===== src/rtl/mac_clz_unit.sv =====
module mac_clz_unit #(
  parameter int W = 32
) (
  input  logic                       clk,
  input  logic                       rst_n,
  input  logic                       op_valid,
  output logic                       op_ready,
  input  logic [2:0]                 op_code,
  input  logic [W-1:0]               op_a,
  input  logic [W-1:0]               op_b,
  output logic                       busy,
  output logic                       cnt_valid,
  output logic [$clog2(W+1)-1:0]     cnt_result,
  input  logic                       hi_we,
  input  logic [W-1:0]               hi_wdata,
  input  logic                       lo_we,
  input  logic [W-1:0]               lo_wdata,
  output logic [W-1:0]               hi,
  output logic [W-1:0]               lo
);
  localparam int AW = 2 * W;
  localparam int CW = $clog2(W + 1);

  logic          busy_q, cnt_v_q;
  logic [2:0]    kind_q;
  logic [W-1:0]  a_q, b_q, hi_q, lo_q, scan;
  logic [CW-1:0] cnt_q, lead;
  logic [AW-1:0] ext_a, ext_b, prod, acc, acc_nxt;
  logic          fire, is_cnt, sgn;

  assign op_ready   = !busy_q;
  assign busy       = busy_q;
  assign cnt_valid  = cnt_v_q;
  assign cnt_result = cnt_q;
  assign hi         = hi_q;
  assign lo         = lo_q;

  assign fire   = op_valid && op_ready;
  assign is_cnt = (op_code[2:1] == 2'b11);
  assign sgn    = !kind_q[0];

  assign ext_a = {{W{sgn & a_q[W-1]}}, a_q};
  assign ext_b = {{W{sgn & b_q[W-1]}}, b_q};
  assign prod  = ext_a * ext_b;
  assign acc   = {hi_q, lo_q};

  always_comb begin
    case (kind_q[2:1])
      2'b01:   acc_nxt = acc + prod;
      2'b10:   acc_nxt = acc - prod;
      default: acc_nxt = prod;
    endcase
  end

  assign scan = op_code[0] ? ~op_a : op_a;

  always_comb begin
    lead = CW'(W);
    for (int i = 0; i < W; i++)
      if (scan[i]) lead = CW'(W - 1 - i);
  end

  always_ff @(posedge clk) begin
    if (!rst_n) begin
      busy_q  <= 1'b0;
      cnt_v_q <= 1'b0;
      cnt_q   <= '0;
      kind_q  <= '0;
      a_q     <= '0;
      b_q     <= '0;
      hi_q    <= '0;
      lo_q    <= '0;
    end else begin
      busy_q  <= fire && !is_cnt;
      cnt_v_q <= fire && is_cnt;
      if (fire && is_cnt) cnt_q <= lead;
      if (fire && !is_cnt) begin
        kind_q <= op_code;
        a_q    <= op_a;
        b_q    <= op_b;
      end
      if (busy_q) begin
        hi_q <= acc_nxt[AW-1:W];
        lo_q <= acc_nxt[W-1:0];
      end else begin
        if (hi_we) hi_q <= hi_wdata;
        if (lo_we) lo_q <= lo_wdata;
      end
    end
  end
endmodule


===== config.mk =====
export PLATFORM = sky130hd
export DESIGN_NAME = mac_clz_unit
export DESIGN_NICKNAME = d
export VERILOG_FILES = /design/src/rtl/mac_clz_unit.sv
export SDC_FILE = /design/constraint.sdc
export NUM_CORES = 2
export LEC_CHECK = 0
export ABC_AREA = 0
export BUFFER_PORTS_ARGS = -buffer_cell sky130_fd_sc_hd__buf_4
export CELL_PAD_IN_SITES_DETAIL_PLACEMENT = 1
export CELL_PAD_IN_SITES_GLOBAL_PLACEMENT = 1
export CORE_MARGIN = 2
export CORE_UTILIZATION = 55
export CTS_BUF_LIST = sky130_fd_sc_hd__clkbuf_4
export DETAILED_ROUTE_END_ITERATION = 6
export GPL_ROUTABILITY_DRIVEN = 0
export MAX_ROUTING_LAYER = met4
export PLACE_DENSITY_LB_ADDON = 0.2
export RECOVER_POWER = 50
export SETUP_SLACK_MARGIN = 0.2
export SYNTH_ARGS = -nofsm -noshare
export SYNTH_HDL_FRONTEND = slang
export SYNTH_SLANG_ARGS = --single-unit
export TNS_END_PERCENT = 1

===== constraint.sdc =====
create_clock -name clk -period 19.6 [get_ports clk]
set_clock_uncertainty 0.05 [all_clocks]
set_input_delay 1.96 -clock clk [delete_from_list [all_inputs] [get_ports clk]]
set_output_delay 1.96 -clock clk [all_outputs]
set_load 0.005 [all_outputs]

==> results <==
- The largest single stage delay on the critical path is 750 ps.
- The total of fill cells in the finished design is 10600.
- The endpoint type of the worst setup path is a register.
- Setup repair after global routing left no endpoint under its margin.
- Hold repair after CTS inserted 0 buffers.
- The number of global-route vias before repair is between 40000 and 50000.
- The worst slew margin relative to its limit is -107%.
- Clock-pin slew was measured on the worst setup and hold paths at 200 ps.
- The count of antenna-violating nets left after detailed routing is 0.
- The final routed wirelength across all metal layers is 171000 um.
- The sequential-to-total area share from yosys stat is 5.63%.
- The clock tree synthesis step divided the H-tree into 4 levels.
- The mean instance size in the synthesized netlist is 8.56 um2.
- The pin slew with the least headroom to its limit is 3100 ps.
- The flop and latch count out of synthesis is 139.
- The post-CTS setup buffer count is 0.
- Setup violations remaining at the end of the flow were counted as 0.
- The most common cell type on the critical path is sky130_fd_sc_hd__fa_1.
- The total leakage power is 24.6 nW.
- Of all flip-flops after synthesis, the portion carrying an async set or reset was 0%.
- The number of hold violations in the final report was 0.
- The number of placed instances, taps included is 6892.
- For this run, design rule violations remaining after detail routing come to 0.
- The total nets after synthesis is about 7300.
- The first global-routing pass estimated between 200000 and 300000 um of wire.
- The first TritonRoute pass finished after 6 iterations.
- The design area is roughly 0.052 mm2.
- The area of the core is 0.0888 mm2.
- The later pin in the worst-skew pair is clocked with a latency of 860 ps.
- The detailed router finished its first iteration with 2680 violations.
- The tightest min-delay check is of the register to register type.
- The max-cap check violation count is 4.
- The row count is between 100 and 150.
- CTS saw 139 sinks.
- The post-synthesis mux area share is less than 1%.
- The initial antenna violation count is 15.
- In this run the count of I/O pins placed on the die edge is about 210.
- The vertical die dimension is 304 um.
- Among all flip-flop cells after synthesis, the most frequent one is sky130_fd_sc_hd__dfxtp_1.
- The worst setup path is launched from a register.
- The flow ran to the end, but the final reports show violations.
- The global router's overall resource usage is 38.6%.
- The floorplan step set the die width to 304 um.
- The final worst-path cycle share is 68.7%.
- The checks that failed: capacitance limit, slew limit.
- The placed wire-length estimate is 139000 um.
- The total negative slack is 0 ps.
- Entering global routing, the biggest net connects 70 pins.
- Prior to clock tree synthesis, the placed netlist has a worst setup slack of 6400 ps.
- Across all layers, the routed design uses 41400 vias.
- The synthesized-area fraction occupied by ao, oa, aoi and oai cells is 9.02%.
- The number of non-filler instances in the completed layout is 6944.
- Summed over all layers, the global routing overflow is 0.
- STA puts the critical path data arrival time at 14150 ps.
- The shortest period the worst path allows is approximately 13000 ps.
- In this run the power density over the cells is 50.0 mW/mm2.
- TritonCTS built the clock tree.
- In this run the tool buffered the top-level ports with 208 buffer cells.
- In this run the clock root is driven by a sky130_fd_sc_hd__clkbuf_4.
- The die covers 0.0923 mm2.
- In this run the worst path has a maximum fanout of 21.
- Timing would allow up to 0.0742 GHz.
- The post-layout net count is approximately 7300.
- The count of final max-slew check failures is 197.
- The total cell area at the placement stage is 0.0518 mm2.
- The number of buffers added by the clock tree synthesis step is 17.
- The post-synthesis share of cell area spent on and, or, nand and nor gates is 17.2%.
- After synthesis, the largest family of logic cells by area is adder cells.
- At the worst endpoint, the required time is a little over 20000 ps.
- The number of flops mapped to enable cells by yosys is 0.
- The maximum buffer depth of the clock tree is 2.
- The initial standard-cell utilization of the core is a little under three fifths.
- The worst-path cell with the longest stage delay is sky130_fd_sc_hd__dfxtp_1.
- IR analysis of the VDD net gives a maximum drop of 0.0520 mV.
- The post-route netlist has 6.63% of its cells at a drive strength greater than 1.
- The synthesized netlist contains 86 unique library cells.
- Dividing the detail-routed wire length by the instance count gives ~25 um.
- The area growth from synthesis to layout is 5.36%.
- After Yosys synthesis, full adders, half adders and majority gates account for 52.6% of the synthesized area.
- The worst setup path is of the register to register kind.
- The post-CTS resize count is 0.
- The number of vias per cell after detailed routing is 5.96.
- During synthesis, Yosys emitted a total of 0 warnings.
- The smallest setup slack after layout is 6130 ps.
- The post-synthesis share of cell area spent on xor and xnor gates is 3.45%.
- The cell area that synthesis handed to floorplanning was 0.0495 mm2.
- Synthesis handed over a netlist of approximately 5800 instances.
## worst paths after layout
check | start | endpoint | slack (ps) | depth (start not counted)
max | b_q[4] | hi[30] | 6130 | 44
min | b_q[26] | b_q[26] | 420 | 2
max reg2reg | b_q[4] | hi[30] | 6130 | 44
min reg2reg | b_q[26] | b_q[26] | 420 | 2
## state kept, by name, summed over array words and instances, names as in the netlist
signal / count
a_q: 32
b_q: 32
hi: 32
lo: 32
cnt_result: 6
kind_q: 3
busy: 1
cnt_valid: 1
## placed cells by master (no fill, tap or decap), types with 131 or more instances in the layout
| cell type | Yosys | routed |
|---|---|---|
| sky130_fd_sc_hd__inv_1 | 1137 | 1136 |
| sky130_fd_sc_hd__fa_1 | 1126 | 1126 |
| sky130_fd_sc_hd__nand2_1 | 949 | 949 |
| sky130_fd_sc_hd__and2_1 | 389 | 389 |
| sky130_fd_sc_hd__a21oi_1 | 290 | 289 |
| sky130_fd_sc_hd__ha_1 | 277 | 276 |
| sky130_fd_sc_hd__buf_4 | 1 | 244 |
| sky130_fd_sc_hd__nor2_1 | 197 | 197 |
| sky130_fd_sc_hd__xnor2_1 | 133 | 133 |
| sky130_fd_sc_hd__dfxtp_1 | 139 | 131 |
## cell families (layout without fill, tap and decap cells)
family / after synthesis / count (layout)
DFF: 139 / 139
adders and majority gates: 1403 / 1403
other: 0 / 20
xor gates and xnor gates: 194 / 194
and+or+nand+nor: 1813 / 1813
muxes: 46 / 46
AOI/OAI and AO/OA: 715 / 715
buffers and inverters: 1469 / 1449
## synth_stat cells, types with 35 or more instances
| cell | n | area, um2 |
|---|---|---|
| sky130_fd_sc_hd__inv_1 | 1137 | 4270 |
| sky130_fd_sc_hd__fa_1 | 1126 | 22500 |
| sky130_fd_sc_hd__nand2_1 | 949 | 3560 |
| sky130_fd_sc_hd__and2_1 | 389 | 2430 |
| sky130_fd_sc_hd__clkbuf_1 | 308 | 1160 |
| sky130_fd_sc_hd__a21oi_1 | 290 | 1450 |
| sky130_fd_sc_hd__ha_1 | 277 | 3470 |
| sky130_fd_sc_hd__nor2_1 | 197 | 739 |
| sky130_fd_sc_hd__dfxtp_1 | 139 | 2780 |
| sky130_fd_sc_hd__xnor2_1 | 133 | 1160 |
| sky130_fd_sc_hd__o21ai_0 | 118 | 591 |
| sky130_fd_sc_hd__a21o_1 | 70 | 526 |
| sky130_fd_sc_hd__xor2_1 | 60 | 526 |
| sky130_fd_sc_hd__a211oi_1 | 58 | 435 |
| sky130_fd_sc_hd__nor2b_1 | 48 | 300 |
| sky130_fd_sc_hd__nand3_1 | 42 | 210 |
| sky130_fd_sc_hd__nor3_1 | 35 | 175 |
## metal layers
metal | GRT usage (%) | wire (um) | vias up
met2 | 66.1 | 87600 | 1704
met5 | - | 0 | -
met3 | 5.54 | 9520 | 709
met1 | 41.8 | 60500 | 21500
li1 | - | - | 17500
met4 | 26.2 | 13300 | 0
## per-stage QoR
stage                     utilization (%)  total power (W)  hold WS (ps)
after floorplan                         -          0.00172           398
after global routing                 58.7          0.00279           438
after global placement               58.3          0.00224           394
after detailed placement             58.3          0.00233           399
after CTS                            58.7          0.00258           418
final                                58.7          0.00260           417
## power breakdown
group          switching [W]  internal [W]  leakage, nW
Sequential         0.0000374      0.000306         1.15
Clock               0.000157     0.0000795        0.148
Combinational        0.00127      0.000753         23.3
## critical path: cells and delay by family (launching register included)
| family | cells | cell delay, ps |
|---|---|---|
| adders and majority gates | 10 | 4910 |
| AOI/OAI and AO/OA | 14 | 3920 |
| and+or+nand+nor | 11 | 2580 |
| DFF | 1 | 750 |
| buffers and inverters | 6 | 690 |
| xor gates and xnor gates | 3 | 440 |
## cell type report
cell class                 count  area [um2]  area share, %
antenna                       20        50.0         0.0961
clock buffer                  19         143          0.274
clock inverter                13         144          0.276
inverter                    1138        4270           8.20
multi-input combinational   4171       41200           79.0
sequential                   139        2800           5.36
tap                         1165        1460           2.80
timing repair buffer         279        2060           3.96
No activity file was read; power rests on OpenSTA's default activity.
